### config.mk
export PLATFORM = sky130hd
export DESIGN_NAME = tone_dac_glue
export DESIGN_NICKNAME = d
export VERILOG_FILES = /design/src/rtl/tone_dac_glue.sv
export SDC_FILE = /design/constraint.sdc
export NUM_CORES = 1
export LEC_CHECK = 0
export BUFFER_PORTS_ARGS = -buffer_cell sky130_fd_sc_hd__buf_2
export CAP_MARGIN = 20
export CORE_MARGIN = 2
export CORE_UTILIZATION = 38
export CTS_CLUSTER_DIAMETER = 60
export CTS_CLUSTER_SIZE = 40
export DETAILED_ROUTE_END_ITERATION = 8
export GPL_TIMING_DRIVEN = 0
export PLACE_DENSITY = 0.74
export SYNTH_ARGS = -nofsm -noshare
export SYNTH_HDL_FRONTEND = slang
export SYNTH_SLANG_ARGS = --single-unit
### constraint.sdc
create_clock -name clk -period 2.4 [get_ports clk]
set_input_delay 0.12 -clock clk [delete_from_list [all_inputs] [get_ports clk]]
set_output_delay 0.12 -clock clk [all_outputs]
set_load 0.02 [all_outputs]
### src/rtl/tone_dac_glue.sv
module tone_dac_glue #(
  parameter int SAMPLE_W = 13,
  parameter int PERIOD   = 4095
) (
  input  logic                  clk,
  input  logic                  rst,
  input  logic                  clken,
  input  logic [SAMPLE_W-1:0]   tone_a,
  input  logic [SAMPLE_W-1:0]   tone_b,
  output logic [SAMPLE_W:0]     mix_sum,
  output logic [SAMPLE_W:0]     dac_code,
  output logic                  count_reached,
  output logic                  trig_strobe
);
  localparam int SUM_W = SAMPLE_W + 1;
  localparam int CW    = $clog2(PERIOD);
  localparam logic [CW-1:0] LAST = CW'(PERIOD - 1);

  logic [CW-1:0] cnt;
  logic          reached_q;

  assign mix_sum = {tone_a[SAMPLE_W-1], tone_a} + {tone_b[SAMPLE_W-1], tone_b};

  always_ff @(posedge clk) begin
    if (rst) dac_code <= '0;
    else     dac_code <= {~mix_sum[SUM_W-1], mix_sum[SUM_W-2:0]};
  end

  always_ff @(posedge clk) begin
    if (rst)             cnt <= '0;
    else if (clken)      cnt <= (cnt == LAST) ? '0 : cnt + 1'b1;
  end

  assign count_reached = (cnt == LAST);

  always_ff @(posedge clk) begin
    if (rst) reached_q <= 1'b0;
    else     reached_q <= count_reached;
  end

  assign trig_strobe = reached_q & ~count_reached;

  // checker state: enabled edges since reset, saturating
  logic [CW:0] en_seen;
  always_ff @(posedge clk) begin
    if (rst)                                   en_seen <= '0;
    else if (clken && en_seen != (CW+1)'(PERIOD)) en_seen <= en_seen + 1'b1;
  end

  AST_NO_OVERFLOW: assert property (@(posedge clk) disable iff (rst)
    (tone_a[SAMPLE_W-1] == tone_b[SAMPLE_W-1]) |-> (mix_sum[SUM_W-1] == tone_a[SAMPLE_W-1]));
  AST_DAC_OFFSET: assert property (@(posedge clk) disable iff (rst)
    1'b1 |=> dac_code == SUM_W'($past($signed(tone_a)) + $past($signed(tone_b)) + (1 <<< (SUM_W-1))));
  AST_HOLD_IDLE: assert property (@(posedge clk) disable iff (rst)
    !clken |=> $stable(cnt));
  AST_REACH_ONCE: assert property (@(posedge clk) disable iff (rst)
    (count_reached && clken) |=> !count_reached);
  AST_TRIG_SINGLE: assert property (@(posedge clk) disable iff (rst)
    trig_strobe |=> !trig_strobe);
  AST_TRIG_DELAY: assert property (@(posedge clk) disable iff (rst)
    trig_strobe |-> (en_seen == (CW+1)'(PERIOD)) && (cnt == '0));
  AST_RESET_CLEAR: assert property (@(posedge clk)
    $past(rst) |-> (dac_code == '0) && !count_reached && !trig_strobe);
endmodule

==> run summary, run 1 <==
post-CTS sizing = 0
IO buf count = 57
initial antenna violation count = 0
maximum vdd ir drop = 0.271 mV
Slew Viols, Final = 0
CP cell instances = buf_2, ha_1, a21o_1, a21oi_4, a21oi_2, o41ai_4, xnor2_1, buf_2
Avg Synthesized Cell Area = 8.60 µm²
Inserted Diodes = 0
Iter 0 DRT Violations = 36
Synth Cell Area = 1640 µm²
DRT Wirelength = 3590 µm
Via density = 5.22
most used cell, CP = buf_2
Async S/R FF share, synth = 0%
FF-to-FF setup slack = 0.80 ns
Setup CP Type = input port to primary output
post-CTS setup buffer count = 0
flops & latches, synth = 27
GRT overflow = 0
Die Y = 69.8 µm
H-tree depth = 1
Syn Inst Count = 191
WP depth = 8
max_slew headroom = 63.2%
Synth Warn # = 0
CTS tree = yes
setup tns final = 0 ns
clk_skew = 0.00338 ns
Top FF cell, synth = dfxtp_1
Design Area, Final = 2040 µm²
critical path capture point type = primary output
Hold Violations, Final = 0
layout cell share with drive strength beyond 1 = 26.6%
switching share of total power = 34.9%
R2R depth = 6
CTS Buf Count = 3
DP Area = 1990 µm²
post-synth cell types = 39
Die X = 69.8 µm
fmax = 0.507 GHz
first-pass GRT wire length = 6350 µm
power density over the cells = 572 nW/µm²
Worst-path clk slew = 0.09 ns
First-pass DRT Iterations = 4
Global Route Usage Sum = 15.5%
Worst Path Required = 2.28 ns
area taken by multi-input logic gates = 1050 µm²
fin crit period = 1.97 ns
biggest cell delay along the critical path = 0.40 ns
GPL Wtd Cong = 0.771
drt wl/cell = 11.9 µm
pin count of the biggest net entering global routing = 16
FILL cells = 408
clk sinks = 27
Area Growth Syn to Fin = 24.0%
post-synth net total = 236
buffer levels on the longest clock path = 2
Initial Utilization = 40.2%
Die ar. = 4870 µm²
Internal Pwr Total = 0.757 mW
drc violations = 0
Core ar. = 4090 µm²
vias in the first global route = 1440
part of the cycle the worst path needs = 82.3%
WHS Path Cells = 2
detailed placement HPWL = 2910 µm
slowest cell on the critical path = o41ai_4
Leak = 0.950 nW
vias = 1576
Worst-Margin Slew = 0.538 ns
endpoints failing setup = 0
Worst EP arrival = 1.85 ns
sequential share of power = 42.1%
RSZ-0062 raised after global routing = false
Routed Antenna Nets = 0
Cells after DPL = 298
Buffers & Inverters on Critical Path = 2
Rows = 23
Logic pwr share = 35.6%
Net Switching = 0.407 mW
critical-path maximum fanout = 5
register area = 541 µm²
Post-CTS Hold Fix Bufs = 0
Nets = 298
clock latency at the later pin of the worst-skew pair = 0.27 ns
io pins = 59
root buf cell = clkbuf_8
Clk network pwr share = 22.3%
critical path launch point type = input port
sequential area share after synthesis = 32.9%
hold crit path type = input port to flip-flop
Finished Layout Cells = 302
status = finished, final reports clean
Post-synth EDFFs = 0
max_cap viols = 0
CP delay by family, top = compound AO/OA/AOI/OAI gates
==> synthesized netlist by cell type (2+ instances only) <==
cell | number | area (µm²)
xnor2_1 | 9 | 78.8
nand3_1 | 5 | 25.0
and2_1 | 3 | 18.8
nor3b_1 | 2 | 15.0
and3_1 | 3 | 18.8
nor2_1 | 26 | 97.6
nor4_1 | 2 | 12.5
dfxtp_1 | 27 | 541
inv_1 | 7 | 26.3
buf_2 | 2 | 10.0
a21o_1 | 7 | 52.6
clkbuf_1 | 4 | 15.0
a21oi_1 | 8 | 40.0
o2111ai_1 | 2 | 17.5
nor2b_1 | 11 | 68.8
nor3_1 | 9 | 45.0
o21a_1 | 5 | 37.5
and4_1 | 2 | 17.5
xor2_1 | 6 | 52.6
nand2_1 | 10 | 37.5
ha_1 | 15 | 188
nand4_1 | 7 | 43.8
o21ai_1 | 3 | 15.0
==> routing by layer <==
| metal | part of all wire (%) | up-vias | GRT usage, % | wire length (µm) |
|---|---|---|---|---|
| met5 | 0 | - | 0 | 0 |
| met1 | 46 | 731 | 19.3 | 1660 |
| met4 | 0.47 | 0 | 2.35 | 17 |
| met3 | 5.9 | 2 | 4.51 | 211 |
| met2 | 47 | 43 | 27.1 | 1700 |
| li1 | - | 800 | - | - |
==> worst paths after layout <==
path / from / end
max: tone_a[3] / mix_sum[11]
min: rst / dac_code[0]
max reg2reg: cnt[6] / cnt[3]
min reg2reg: cnt[11] / reached_q
==> state kept, by name, summed over array words and instances, names as in the netlist <==
| register | flops |
|---|---|
| cnt | 12 |
| dac_code | 14 |
| reached_q | 1 |
==> cell type report <==
| class | instances | area share (%) |
|---|---|---|
| inverters | 7 | 1.29 |
| repair buffers | 57 | 14.0 |
| plain buffers | 6 | 1.23 |
| multi-input cells | 151 | 51.6 |
| clock inverters | 1 | 0.246 |
| well taps | 50 | 3.07 |
| flip-flops and latches | 27 | 26.5 |
| clock buffers | 3 | 2.03 |
==> cell usage in the layout, fill, tap and decap left out, types with 2 or more instances in the layout <==
| master | n |
|---|---|
| nor2b_1 | 11 |
| nor4_1 | 2 |
| clkbuf_1 | 4 |
| o21ai_1 | 3 |
| nand2_1 | 10 |
| and3_1 | 3 |
| ha_1 | 15 |
| a21oi_1 | 8 |
| clkbuf_8 | 3 |
| o2111ai_1 | 2 |
| o21a_1 | 5 |
| nand3_1 | 5 |
| nor3_1 | 9 |
| dfxtp_1 | 27 |
| nor2_1 | 26 |
| and2_1 | 3 |
| xnor2_1 | 9 |
| nor3b_1 | 2 |
| buf_2 | 59 |
| inv_1 | 7 |
| xor2_1 | 6 |
| nand4_1 | 7 |
| and4_1 | 2 |
| a21o_1 | 7 |
==> metrics by stage <==
| step | setup WS [ns] | total power, mW | utilization [%] | hold slack [ns] |
|---|---|---|---|---|
| 3_5_place_dp | 0.448 | 0.916 | 48.7 | 0.448 |
| 5_1_grt | 0.308 | 1.24 | 49.8 | 0.156 |
| 2_1_floorplan | 0.611 | 0.786 | - | 0.192 |
| 3_3_place_gp | 0.443 | 0.910 | 48.7 | 0.436 |
| 6_report | 0.426 | 1.16 | 49.8 | 0.147 |
| 4_1_cts | 0.439 | 1.18 | 49.8 | 0.152 |
==> cell families after synthesis <==
logic type	Yosys count	share of synthesized area, %
flip-flops	27	32.9
AO/OA/AOI/OAI	36	16.7
multiplexers	1	0.914
adder cells (fa/ha/maj)	16	12.6
XOR/XNOR	15	8.00
AND/OR/NAND/NOR	83	25.7
buffers and inverters	13	3.12
==> power groups by stage <==
stage	Sequential [mW]	Clock, mW	Combinational (mW)
detailed placement	0.501	0	0.415
CTS	0.491	0.272	0.417
floorplan	0.537	0	0.250
global placement	0.500	0	0.410
global route	0.494	0.290	0.457
finish	0.490	0.260	0.414
Power figures use the tool's default switching activity.
==> run 2, diff against run 1 <==
ABC_AREA = 1   (was unset)
PLACE_DENSITY = 0.75   (was 0.74)
clock period = 1.8 ns   (was 2.4 ns; I/O delays follow)
==> run 2 against run 1 <==
  * Via count is 11% higher
  * Largest power group unchanged
  * Clock-buffer cell count stayed put
  * First-iteration DRC count up 75%
  * Hold slack worse by 0.066 ns
  * Highest routed layer unchanged
  * Power rose by 36%
==> run summary, run 2 <==
Global Route Usage Sum = 15.1% (-0.39 points)
largest registers = dac_code (14), cnt (12), reached_q (1)
CP cell instances = buf_2, ha_1, inv_1, fa_2, inv_1, nand3_1, nand2_2, a21oi_1, xor2_1, inv_1, buf_2
max_slew headroom = 71.2% (+8.0 points)
Die Y = 72.0 µm (+3.2%)
Routed Antenna Nets = 0 (unchanged)
First-pass DRT Iterations = 4 (unchanged)
power density over the cells = 724 nW/µm² (+27%)
clock latency at the later pin of the worst-skew pair = 0.27 ns (about the same)
Largest Register = dac_code
layout cell share with drive strength beyond 1 = 24.3% (-2.3 points)
critical path capture point type = primary output
Via density = 4.58 (-12%)
most used cell, CP = inv_1
share of the synthesized area in the top cell type = 30.7% (-2.2 points)
CTS tree = yes
clk sinks = 27 (unchanged)
Initial Utilization = 39.8% (-0.38 points)
max_cap viols = 0 (unchanged)
initial antenna violation count = 0 (unchanged)
Inserted Diodes = 0 (unchanged)
Hold Violations, Final = 0 (unchanged)
Worst EP arrival = 1.54 ns (-0.31 ns)
Async S/R FF share, synth = 0% (unchanged)
FF-to-FF setup slack = 0.42 ns (-0.38 ns)
commonest non-fill, non-tap cell in the layout = nand2_1
root buf cell = clkbuf_8
CTS Buf Count = 3 (unchanged)
H-tree depth = 1 (unchanged)
GPL Wtd Cong = 0.886 (+15%)
slowest cell on the critical path = fa_2
WHS Path Cells = 2 (unchanged)
RSZ-0062 raised after global routing = false
maximum vdd ir drop = 0.340 mV (+25%)
Worst-path clk slew = 0.09 ns (about the same)
IO buf count = 58 (+1.8%)
Top FF cell, synth = dfxtp_1
DRT Wirelength = 3690 µm (+2.7%)
critical path launch point type = input port
Syn Inst Count = 266 (+39%)
most frequent cell after synthesis = nand2_1
status = finished, final reports clean
final core utilization = 49.4% (-0.41 points)
Leak = 1.21 nW (+28%)
pin count of the biggest net entering global routing = 17 (+1)
vias = 1744 (+11%)
max reg flops = 14 (unchanged)
Slew Viols, Final = 0 (unchanged)
flops & latches, synth = 27 (unchanged)
Finished Layout Cells = 381 (+26%)
biggest cell delay along the critical path = 0.34 ns (-0.06 ns)
Die X = 72.0 µm (+3.2%)
drt wl/cell = 9.69 µm (-19%)
Worst-Margin Slew = 0.432 ns (-0.106 ns)
pre-CTS setup slack = 0.0793 ns (-0.369 ns)
R2R depth = 7 (+1)
Setup CP Type = input port to primary output
Nets = 375 (+26%)
Die ar. = 5190 µm² (+6.6%)
Setup WS post-layout = 0.169 ns (-0.256 ns)
sequential area share after synthesis = 30.7% (-2.2 points)
buffer levels on the longest clock path = 2 (unchanged)
vias in the first global route = 1573 (+9.2%)
Synth Warn # = 0 (unchanged)
post-synth cell types = 25 (-36%)
hold crit path type = input port to flip-flop
io pins = 59 (unchanged)
Worst Path Required = 1.71 ns (-0.57 ns)
fmax = 0.613 GHz
Iter 0 DRT Violations = 63 (+75%)
Avg Synthesized Cell Area = 6.61 µm² (-23%)
Synth Cell Area = 1760 µm² (+7.0%)
Core ar. = 4410 µm² (+8.0%)
Rows = 24 (+4.3%)
part of the cycle the worst path needs = 90.6%
FILL cells = 431 (+5.6%)
first-pass GRT wire length = 6330 µm (-0.22%)
Post-synth EDFFs = 0 (unchanged)
post-synth net total = 311 (+32%)
Cells after DPL = 376 (+26%)
critical-path maximum fanout = 4 (-1)
Post-CTS Hold Fix Bufs = 0 (unchanged)
fin crit period = 1.63 ns
GRT overflow = 0 (unchanged)
Area Growth Syn to Fin = 24.1%
most frequent cells in the layout = nand2_1 (72), buf_2 (58), inv_1 (49)
commonest cells in the synthesized netlist = nand2_1 (73), inv_1 (49), nor2_1 (38)
Synth area leaders = dfxtp_1 (31%), nand2_1 (16%), ha_1 (11%)
detailed placement HPWL = 3100 µm (+6.7%)
cell taking the most area after synthesis = dfxtp_1
endpoints failing setup = 0 (unchanged)
clk_skew = 0.00650 ns (+0.00313 ns)
drc violations = 0 (unchanged)
setup tns final = 0 ns (unchanged)
[run 2: worst paths after layout]
path,startpoint,to
worst min-delay path,rst,dac_code[2]
worst max register to register,cnt[1],cnt[10]
worst max-delay path,tone_a[0],mix_sum[6]
worst min register to register,cnt[8],cnt[8]
[run 2: where the power goes]
| part | internal (mW) | switching (mW) |
|---|---|---|
| clock network | 0.157 | 0.185 |
| registers | 0.639 | 0.0128 |
| logic | 0.213 | 0.373 |
[run 2: cell type report]
| class | count | area, µm² | area share [%] |
|---|---|---|---|
| tap | 52 | 65.1 | 2.98 |
| sequential | 27 | 541 | 24.8 |
| clock buffer | 3 | 41.3 | 1.89 |
| multi-input combinational | 188 | 1040 | 47.6 |
| buffer | 1 | 3.75 | 0.172 |
| timing repair buffer | 59 | 298 | 13.6 |
| clock inverter | 1 | 7.51 | 0.344 |
| inverter | 50 | 188 | 8.60 |
[run 2: what timing repair did]
item	in CTS	in global routing
buffers inserted	0	1
gates resized for setup	0	3
endpoints found under the hold margin	0	0
setup endpoints to repair	0	3
[run 2: metal layers]
layer / up-vias / wire length [µm] / track usage, % / share of wire (%)
met3: 6 / 105 / 1.25 / 2.8
met4: 0 / 59 / 5.45 / 1.6
met1: 758 / 1690 / 18.0 / 46
met2: 34 / 1830 / 28.3 / 50
met5: - / 0 / 0 / 0
li1: 946 / - / - / -
[run 2: kinds of logic (layout without fill, tap and decap cells)]
kind of cell    count (synthesis)  in the layout  share of synthesized area [%]
compound gates                 15             15                           4.63
buf+inv                        51            114                           10.9
flops                          27             27                           30.7
xor+xnor                       11             11                           5.48
simple gates                  146            146                           36.4
fa+ha+maj                      16             16                           11.8
[run 2: stage by stage]
| stage | hold WS, ns | area [µm²] | power [mW] |
|---|---|---|---|
| after detailed placement | 0.368 | 2110 | 1.24 |
| after CTS | 0.0741 | 2160 | 1.59 |
| after global routing | 0.0681 | 2180 | 1.69 |
| after global placement | 0.373 | 2110 | 1.23 |
| final | 0.0819 | 2180 | 1.58 |
| after floorplan | 0.159 | 1760 | 1.05 |
[run 2: worst max-delay path: cells and delay by family]
| kind | cells | cell delay, ns |
|---|---|---|
| simple gates | 2 | 0.20 |
| fa+ha+maj | 2 | 0.50 |
| xor+xnor | 1 | 0.23 |
| compound gates | 1 | 0.09 |
| buf+inv | 5 | 0.43 |
